**config.mk**
```make
export PLATFORM = sky130hd
export DESIGN_NAME = spi_regport
export DESIGN_NICKNAME = d
export VERILOG_FILES = /design/src/rtl/spi_regport.sv
export SDC_FILE = /design/constraint.sdc
export NUM_CORES = 1
export LEC_CHECK = 0
export ABC_AREA = 1
export BUFFER_PORTS_ARGS = -buffer_cell sky130_fd_sc_hd__buf_4
export CAP_MARGIN = 20
export CORE_MARGIN = 2
export CORE_UTILIZATION = 35
export DETAILED_ROUTE_END_ITERATION = 8
export PLACE_DENSITY = 0.5
export SETUP_SLACK_MARGIN = 0.5
export SLEW_MARGIN = 20
export SYNTH_ARGS = -nofsm -noshare
export SYNTH_HDL_FRONTEND = slang
export SYNTH_SLANG_ARGS = --single-unit
```
**constraint.sdc**
```tcl
create_clock -name clk -period 2.3 [get_ports clk]
set_clock_uncertainty 0.15 [all_clocks]
set_input_delay 0.115 -clock clk [delete_from_list [all_inputs] [get_ports clk]]
set_output_delay 0.115 -clock clk [all_outputs]
set_load 0.05 [all_outputs]
```
**src/rtl/spi_regport.sv**
```systemverilog
module spi_regport #(
  parameter int AW       = 6,
  parameter int SYNC     = 2,
  parameter int FMT_ADDR = 49,
  parameter int MODE_BIT = 6
) (
  input  logic clk,
  input  logic rst_n,
  input  logic sclk,
  input  logic csn,
  input  logic sdi,
  output logic sdo,
  output logic sdio_out,
  output logic sdio_oe
);
  localparam int DEPTH = 1 << AW;
  localparam logic [AW-1:0] FMT_IDX = AW'(FMT_ADDR);

  logic [SYNC:0]   sclk_q;
  logic [SYNC-1:0] csn_q, sdi_q;
  logic [7:0]      mem [DEPTH];
  logic            in_data, rw, mb, done, out_q, drv_q;
  logic [2:0]      cnt;
  logic [6:0]      sh;
  logic [AW-1:0]   ptr;
  logic [7:0]      tx;

  always_ff @(posedge clk or negedge rst_n)
    if (!rst_n) begin
      sclk_q <= '1;
      csn_q  <= '1;
      sdi_q  <= '0;
    end else begin
      sclk_q <= {sclk_q[SYNC-1:0], sclk};
      csn_q  <= {csn_q[SYNC-2:0], csn};
      sdi_q  <= {sdi_q[SYNC-2:0], sdi};
    end

  wire       cs_act    = ~csn_q[SYNC-1];
  wire       sdi_s     = sdi_q[SYNC-1];
  wire       rise      = cs_act & sclk_q[SYNC-1] & ~sclk_q[SYNC];
  wire       fall      = cs_act & ~sclk_q[SYNC-1] & sclk_q[SYNC];
  wire       last      = rise & (cnt == 3'd7);
  wire [7:0] rx_byte   = {sh, sdi_s};
  wire       three_wire = mem[FMT_IDX][MODE_BIT];

  always_ff @(posedge clk or negedge rst_n)
    if (!rst_n) begin
      in_data <= 1'b0; rw <= 1'b0; mb <= 1'b0; done <= 1'b0;
      cnt <= '0; sh <= '0; ptr <= '0; tx <= '0;
      out_q <= 1'b0; drv_q <= 1'b0;
    end else if (!cs_act) begin
      in_data <= 1'b0; done <= 1'b0; cnt <= '0;
      out_q <= 1'b0; drv_q <= 1'b0;
    end else begin
      if (rise) begin
        sh  <= rx_byte[6:0];
        cnt <= cnt + 3'd1;
        if (last) begin
          if (!in_data) begin
            in_data <= 1'b1;
            rw      <= rx_byte[7];
            mb      <= rx_byte[6];
            ptr     <= rx_byte[AW-1:0];
            tx      <= mem[rx_byte[AW-1:0]];
          end else if (mb) begin
            ptr <= ptr + 1'b1;
            tx  <= mem[ptr + 1'b1];
          end else begin
            done <= 1'b1;
          end
        end
      end
      if (fall && in_data && rw) begin
        out_q <= tx[~cnt];
        drv_q <= 1'b1;
      end
    end

  always_ff @(posedge clk or negedge rst_n)
    if (!rst_n) begin
      for (int i = 0; i < DEPTH; i++) mem[i] <= '0;
    end else if (cs_act && last && in_data && !rw && !done) begin
      mem[ptr] <= rx_byte;
    end

  assign sdo      = drv_q & ~three_wire & out_q;
  assign sdio_out = drv_q & three_wire & out_q;
  assign sdio_oe  = drv_q & three_wire;
endmodule


```
Yosys cells after proc, flatten, opt, wreduce, memory -nomap -nowiden

Cells that the tools add are included.

Register bits: 549
Input port bits: 5
Output and inout port bits: 3
Word-level logic and storage cells: 152

$add $sub $neg: 2
$lt $le $gt $ge: 5
Equality and inequality tests: 3
Multiplexer cells: 29
Bitwise operators: 18
Reduce and logical (&&, ||, !) cells: 18

Operators with widths:

| operator              | number |
|---|---|
| $bwmux W512           | 1 |
| $bmux W8 S6           | 2 |
| $mux W8               | 7 |
| $demux W8 S6          | 1 |
| $ge A7 B7 Y1 const B  | 3 |
| $not A6 Y7            | 3 |
| $mux W1               | 13 |
| $mux W6               | 2 |
| $reduce_and A4 Y1     | 3 |
| $and A1 B1 Y1         | 9 |
| $reduce_bool A2 Y1    | 4 |
| $logic_and A1 B1 Y1   | 7 |
| $lt A7 B1 Y1 const B  | 1 |
| $add A6 B1 Y6 const B | 1 |
| $mux W3               | 2 |
| $not A1 Y1            | 5 |
| $lt A3 B4 Y1 const B  | 1 |
| $reduce_and A2 Y1     | 2 |
| $add A3 B1 Y3 const B | 1 |
| $bmux W1 S3           | 1 |
| $eq A3 B3 Y1 const B  | 1 |
| $not A3 Y3            | 1 |
| $logic_not A1 Y1      | 2 |
| $ne A2 B1 Y1 const B  | 1 |
| $ne A2 B2 Y1 const B  | 1 |

Logic depth before layout (Yosys ltp)

Gate-level depths: netlist of run 1.

Word-level depth: 8
Depth in mapped cells: 15
Gate-level depth less buffers: 13

Worst setup path after synthesis of run 1

OpenSTA, ideal clock, no wires.

Kind: register -> register
From: register ptr[1]
To: register tx[6]
Setup time: 0.118 ns
Data arrival time: 2.102 ns
Required time: 2.032 ns
Path slack: -0.070 ns
Cell stages (with the launch flop): 15
Buffers on the path: 3
Period minus slack after synthesis: 2.370 ns
Cells stage by stage: dfrtp_1 ha_1 clkbuf_1 inv_2 clkbuf_1 buf_1 nor2_1 o21ai_0 nand3_1 nand3_1 nand3_1 nand3_1 nand3_1 nand3_1 nand2_1

Word-level cells in the longest chain between the ends: 7

Ends and longest elaborated chain:

| item                                        | line | RTL |
|---|---|---|
| start, declared                             | 25   | `logic [AW-1:0] ptr;` |
| start signal, assigned                      | 64   | `ptr <= rx_byte[AW-1:0];` |
| start signal, assigned                      | 67   | `ptr <= ptr + 1'b1;` |
| $add A6 B1 Y6                               | 68   | `tx <= mem[ptr + 1'b1];` |
| $not A6 Y7 (not written as such)            | 68   |  |
| $bmux W8 S6                                 | 68   |  |
| $mux W8 (not written as such) (2 in series) | 68   |  |
| $mux W8                                     | 66   | `end else if (mb) begin` |
| $mux W8                                     | 60   | `if (!in_data) begin` |
| end signal, assigned                        | 65   | `tx <= mem[rx_byte[AW-1:0]];` |
| end signal, assigned                        | 68   |  |
| end, declared                               | 26   | `logic [7:0] tx;` |

Every way passes these cells. The select of a mux whose other input is x is not followed.
A chain may end at the register's enable or synchronous reset.

Worst setup path after layout of run 1

From: register ptr[0]
To: register tx[3]

Same word-level chain as after synthesis.

==> results of run 1 <==
==> cell usage after synthesis (5+ instances only) <==
| master | n |
|---|---|
| sky130_fd_sc_hd__nand2_1 | 1412 |
| sky130_fd_sc_hd__nand4_1 | 9 |
| sky130_fd_sc_hd__buf_1 | 38 |
| sky130_fd_sc_hd__clkbuf_1 | 304 |
| sky130_fd_sc_hd__inv_1 | 119 |
| sky130_fd_sc_hd__nor3_1 | 8 |
| sky130_fd_sc_hd__dfstp_2 | 5 |
| sky130_fd_sc_hd__a21oi_1 | 70 |
| sky130_fd_sc_hd__o21ai_0 | 772 |
| sky130_fd_sc_hd__nand3_1 | 606 |
| sky130_fd_sc_hd__clkinv_1 | 5 |
| sky130_fd_sc_hd__o211ai_1 | 37 |
| sky130_fd_sc_hd__dfrtp_1 | 544 |
| sky130_fd_sc_hd__nor2_1 | 383 |
==> sequential cells by signal (all words and copies together), names as in the netlist <==
register / count
sh: 7
drv_q: 1
csn_q: 2
cnt: 3
ptr: 6
in_data: 1
rw: 1
sdi_q: 2
mem: 512
out_q: 1
sclk_q: 3
done: 1
tx: 8
mb: 1
==> critical path: stages (launching register included) <==
cell,delay [ns]
sky130_fd_sc_hd__dfrtp_4,0.50
sky130_fd_sc_hd__ha_4,0.30
sky130_fd_sc_hd__buf_6,0.16
sky130_fd_sc_hd__bufbuf_16,0.28
sky130_fd_sc_hd__nor2_1,0.09
sky130_fd_sc_hd__o21ai_0,0.08
sky130_fd_sc_hd__nand3_1,0.11
sky130_fd_sc_hd__nand3_2,0.11
sky130_fd_sc_hd__nand2_1,0.10
sky130_fd_sc_hd__nand2_1,0.07
sky130_fd_sc_hd__nand3_1,0.12
sky130_fd_sc_hd__nand3_2,0.14
sky130_fd_sc_hd__o21ai_1,0.15
==> cells by family (layout without fill, tap and decap cells) <==
group / Yosys count / count (layout) / share of synthesized area
compound gates: 883 / 883 / 0.1506
mux: 1 / 1 / 0.0003331
flops: 549 / 549 / 0.4574
buf+inv: 474 / 650 / 0.05937
fa+ha+maj: 3 / 3 / 0.001249
xor+xnor: 4 / 4 / 0.001166
simple gates: 2423 / 2424 / 0.3299
other cells: 0 / 1 / 0
==> routing by layer <==
metal / up-vias / global-route usage / share of wire
met2: 1071 / 0.4171 / 0.45
met5: - / 0 / 0
met4: 0 / 0.08021 / 0.031
met3: 216 / 0.03206 / 0.059
met1: 14710 / 0.3825 / 0.46
li1: 14540 / - / -
==> timing repair <==
item	in CTS	in global routing
buffers inserted	23	12
cloned	17	25
hold endpoints to repair	547	0
hold buffers	8	0
setup endpoints to repair	530	532
pin swaps	29	21
resized for setup	246	504
==> area by class of cell <==
cell class,instances,area (µm²)
fill,8599,45070
timing repair buffer,393,5530
inverter,128,534.3
clock buffer,101,2029
multi-input combinational,3315,16470
clock inverter,26,300.3
sequential,549,13760
tap,1144,1431
antenna,1,2.502
timing repair inverter,2,17.52
==> stage by stage <==
stage / worst slack (ns) / utilization / TNS [ns] / cell area, µm²
floorplan: 0.1132 / - / 0 / 30170
global placement: -0.2646 / 0.3997 / -2.458 / 34030
detailed placement: -0.2708 / 0.3997 / -5.052 / 34030
CTS: -0.05396 / 0.4454 / -0.2967 / 37930
global route: -0.1887 / 0.4706 / -18.65 / 40070
finish: -0.1344 / 0.4706 / -1.710 / 40070
==> power groups by stage <==
stage               Sequential [mW]  Combinational (mW)  Clock, mW
floorplan                      9.89                1.80          0
global placement               9.92                3.85          0
detailed placement             9.93                3.83          0
CTS                            9.76                4.05       11.5
global route                   9.76                4.44       11.9
finish                         9.76                4.20       11.3
==> how the worst max path moves through the flow <==
stage,startpoint,end,slack (ns),cells past startpoint
floorplan,ptr[1]$_DFFE_PN0P_,tx[1]$_DFFE_PN0P_,0.11,9
global placement,sdi_q[1]$_DFF_PN0_,tx[1]$_DFFE_PN0P_,-0.26,13
detailed placement,sdi_q[1]$_DFF_PN0_,tx[1]$_DFFE_PN0P_,-0.27,13
CTS,ptr[0]$_DFFE_PN0P_,tx[3]$_DFFE_PN0P_,-0.05,12
global route,ptr[0]$_DFFE_PN0P_,tx[3]$_DFFE_PN0P_,-0.19,12
finish,ptr[0]$_DFFE_PN0P_,tx[3]$_DFFE_PN0P_,-0.13,12
==> run metrics, run 1 <==
P_leak 16.89 nW; largest fanout on the critical path 8; Register-to-Register Setup Slack -0.13 ns; post-synthesis sequential area ratio 0.4574; CTS HTree Levels 3; routed wirelength normalized by instance count 21.66 µm; pin count of the biggest net entering global routing 89; most frequent cells in the layout 1224 x sky130_fd_sc_hd__nand2_1, 577 x sky130_fd_sc_hd__o21ai_0, 540 x sky130_fd_sc_hd__dfrtp_1; min cycle time layout 2.434 ns; main flop type after synthesis sky130_fd_sc_hd__dfrtp_1; placeable core region 85150 µm²; critical path required time 2.70 ns; number of library cell types mapped by synthesis 25; number of antenna-violating nets in the routed design 0; class of the tightest hold or removal check in -> async; sink count of the clock tree 549; fmax 410.8 MHz; remaining max-slew budget at the tightest pin 0.4976; setup-violating endpoint count in the final report 49; Reg2Reg Launch Point ptr[0]$_DFFE_PN0P_; final weighted congestion in routability-driven placement 0.9017; data arrival time of the worst path 2.84 ns; fraction of the cycle the final worst path needs 1.058; most area-consuming cells after synthesis sky130_fd_sc_hd__dfrtp_1 45%, sky130_fd_sc_hd__nand2_1 18%, sky130_fd_sc_hd__o21ai_0 13%; endpoints failing hold 0; total CTS buffers 70; FF+latch count, synth 549; global routing usage summed across all routing layers 0.2655; total number of vias 30540; net switching power 7.714 mW; area fraction of the dominant cell type after synthesis 0.4530; CTS tree yes; Die Span Y 297.0 µm; clock latency of the later-clocked register in the worst-skew pair 0.65 ns; maximum number of buffers from clock root to sink 3; DR DRC count 0; Total Nets Final 4467; post-synthesis async set-or-reset flop share 1.000; Power, Total 25.24 mW; via density per instance 5.397; Register-to-Register Path Depth 12; Maximum Capacitance Violations 0; antenna violations before repair 2; number of optimization iterations in the first detailed-route pass 5; cell count after placement 5446; RR Endpoint tx[3]$_DFFE_PN0P_; Yosys top cell by area sky130_fd_sc_hd__dfrtp_1; die footprint 88220 µm²; RSZ-0062 raised after global routing yes; category of the worst setup path launch point flop; count of buffers from port buffering 7; internal power summed over all cells 17.53 mW; CP endpoint kind flop; result of the run finished with violations; number of nets in the synthesized netlist 4345; post-synthesis to final-layout area growth 33.35%; Power Dens Cells 630.0 nW/µm²; drt initial violations 2991; leading cell type in the layout, fill and taps excluded sky130_fd_sc_hd__nand2_1; vias in the first global route 28710; Cell Count, Final, Fillers Out 5659; num ports 8; max-slew violation total from the final report 0; global-route wire length before repair 182500 µm; violated checks negative setup slack; Syn Inst Count 4337; total overflow reported by the global router 0; Die Span X 297.0 µm; part of the power in the clock network 0.447; clock slew at reported path FFs 0.06 ns; transition time of the tightest slew-check pin 0.7525 ns; syn avg cell area 6.929 µm²; sw frac 0.3056; sequential share of power 0.387; power share of the combinational group 0.166; placed wire-length estimate after detailed placement 74230 µm; Yosys warnings 0; Clk Tree Root Cell sky130_fd_sc_hd__clkbuf_16; Starting Density 0.3529; tightest hold margin 0.02037 ns; post-detailed-routing wire length 122600 µm; number of core rows 107; Peak VDD IR 0.6179 mV; share of layout cells above drive strength 1 0.1925; Post-synth EDFFs 0; type of the worst setup path reg -> reg; netlist area before placement 30050 µm²; smallest setup slack after layout -0.1344 ns
(Power assumes the default switching activity.)
==> run 2, diff against run 1 <==
- SKIP_LAST_GASP: unset -> 1
==> run 2 against run 1 <==
The flow still finishes with violations (negative setup slack). Total power shrank 0.12%. Utilization shrank 0.15 points. Global-route usage is essentially flat. Critical path type unchanged. Register-to-register slack gained 0.03 ns. Hold slack gained 0.0044 ns. First-iteration DRC count shrank 0.84%. Combinational power is essentially flat. Clock-buffer cell count is the same. Die area is the same. Non-clock buffer count shrank 2. Sequential power is essentially flat. Critical endpoint unchanged.
==> run metrics, run 2 (same netlist as run 1, synthesis figures left out) <==
antenna violations before repair 2; endpoints failing hold 0; Biggest register mem; cell count after placement 5446; violated checks negative setup slack; setup-violating endpoint count in the final report 75; Sum Neg Setup Slack -2.839 ns; global routing usage summed across all routing layers 0.2653; Peak VDD IR 0.6016 mV; total CTS buffers 70; DR DRC count 0; vias in the first global route 28620; max-slew violation total from the final report 0; CTS tree yes; CTS HTree Levels 3; largest fanout on the critical path 7; Total Nets Final 4466; number of antenna-violating nets in the routed design 0; Starting Density 0.3529; die footprint 88220 µm²; CP endpoint kind flop; Register-to-Register Path Depth 12; Power Dens Cells 631.1 nW/µm²; Largest regs mem (512), tx (8), sh (7); P_leak 16.83 nW; tightest hold margin 0.02472 ns; routed wirelength normalized by instance count 21.70 µm; Die Span Y 297.0 µm; critical path required time 2.70 ns; count of buffers from port buffering 7; Die Span X 297.0 µm; fmax 415.5 MHz; post-detailed-routing wire length 122800 µm; total overflow reported by the global router 0; Reg2Reg Launch Point sdi_q[1]$_DFF_PN0_; total number of vias 30520; Power, Total 25.21 mW; num ports 8; Cell Count, Final, Fillers Out 5658; result of the run finished with violations; category of the worst setup path launch point flop; min cycle time layout 2.407 ns; leading cell type in the layout, fill and taps excluded sky130_fd_sc_hd__nand2_1; area of the multi-input gates 16370 µm²; class of the tightest hold or removal check in -> async; clock slew at reported path FFs 0.06 ns; Register-to-Register Setup Slack -0.11 ns; RSZ-0062 raised after global routing yes; transition time of the tightest slew-check pin 0.7476 ns; area of all placed cells without fillers 39950 µm²; RR Endpoint tx[3]$_DFFE_PN0P_; placed wire-length estimate after detailed placement 74230 µm; post-synthesis to final-layout area growth 32.94%; maximum number of buffers from clock root to sink 3; dpl cell area 34030 µm²; data arrival time of the worst path 2.81 ns; type of the worst setup path reg -> reg; Clk Tree Root Cell sky130_fd_sc_hd__clkbuf_16; sink count of the clock tree 549; global-route wire length before repair 182300 µm; via density per instance 5.393; drt initial violations 2966; pin count of the biggest net entering global routing 89; max reg flops 512; smallest setup slack after layout -0.1070 ns; most frequent cells in the layout 1232 x sky130_fd_sc_hd__nand2_1, 593 x sky130_fd_sc_hd__o21ai_0, 540 x sky130_fd_sc_hd__nand3_1, 540 x sky130_fd_sc_hd__dfrtp_1, 375 x sky130_fd_sc_hd__nor2_1; remaining max-slew budget at the tightest pin 0.5009; fraction of the cycle the final worst path needs 1.047; final weighted congestion in routability-driven placement 0.9017; number of optimization iterations in the first detailed-route pass 6; clock latency of the later-clocked register in the worst-skew pair 0.64 ns; Maximum Capacitance Violations 0; number of core rows 107; placeable core region 85150 µm²; Seq. cell area 13760 µm²; fill cell instance count of the final layout 8579; share of layout cells above drive strength 1 0.1881
-- run 2: cell types whose count changed in the layout (fill, tap and decap cells not counted), sizes merged --
cell and delta:
clkbuf +1, nand2 +1, buf -3
-- run 2: per-layer routing --
metal	part of all wire	global-route usage	up-vias
li1	-	-	14560
met1	0.46	0.3829	14690
met2	0.45	0.4167	1055
met3	0.059	0.03155	218
met4	0.031	0.07973	0
met5	0	0	-
-- run 2: layout make-up --
| type | count | area share |
|---|---|---|
| diodes | 1 | 0.00006264 |
| clock buffers | 101 | 0.05080 |
| clock inverters | 26 | 0.007517 |
| inverters | 128 | 0.01337 |
| multi-input cells | 3316 | 0.4097 |
| flip-flops and latches | 549 | 0.3444 |
| well taps | 1144 | 0.03583 |
| repair buffers | 391 | 0.1378 |
| repair inverters | 2 | 0.0005011 |
-- run 2: how the worst max path moves through the flow --
stage | from | to | slack, ns | cells after the start
floorplan | ptr[1]$_DFFE_PN0P_ | tx[1]$_DFFE_PN0P_ | 0.11 | 9
global placement | sdi_q[1]$_DFF_PN0_ | tx[1]$_DFFE_PN0P_ | -0.26 | 13
detailed placement | sdi_q[1]$_DFF_PN0_ | tx[1]$_DFFE_PN0P_ | -0.27 | 13
CTS | ptr[0]$_DFFE_PN0P_ | tx[3]$_DFFE_PN0P_ | -0.05 | 12
global route | ptr[0]$_DFFE_PN0P_ | tx[4]$_DFFE_PN0P_ | -0.17 | 15
finish | sdi_q[1]$_DFF_PN0_ | tx[3]$_DFFE_PN0P_ | -0.11 | 12
-- run 2: stage by stage --
stage / worst slack (ns) / utilization
6_report: -0.1070 / 0.4692
3_3_place_gp: -0.2646 / 0.3997
5_1_grt: -0.1712 / 0.4692
3_5_place_dp: -0.2708 / 0.3997
2_1_floorplan: 0.1132 / -
4_1_cts: -0.05396 / 0.4434
-- run 2: critical path: stages, from the launching register on --
cell and delay, ns:
sky130_fd_sc_hd__dfrtp_4 0.60, sky130_fd_sc_hd__inv_12 0.15, sky130_fd_sc_hd__bufbuf_16 0.31, sky130_fd_sc_hd__nand2_1 0.06, sky130_fd_sc_hd__nand3_1 0.06, sky130_fd_sc_hd__nand3_1 0.09
sky130_fd_sc_hd__nand2_1 0.08, sky130_fd_sc_hd__nand2_1 0.12, sky130_fd_sc_hd__nand3_2 0.15, sky130_fd_sc_hd__nand2_1 0.07, sky130_fd_sc_hd__nand2_1 0.18, sky130_fd_sc_hd__nand3_4 0.14
sky130_fd_sc_hd__o21ai_1 0.15
-- run 2: report_power, final --
group,internal (mW),switching [mW]
clock network,6.62,4.64
logic,1.21,2.98
registers,9.71,0.0567
total,17.5,7.68
-- run 2: what timing repair did --
item	in CTS	in global routing
setup endpoints to repair	530	532
endpoints found under the hold margin	547	0
gates resized for setup	179	527
pin swaps	18	22
setup buffers	23	10
cloned	17	26
hold buffers	8	0
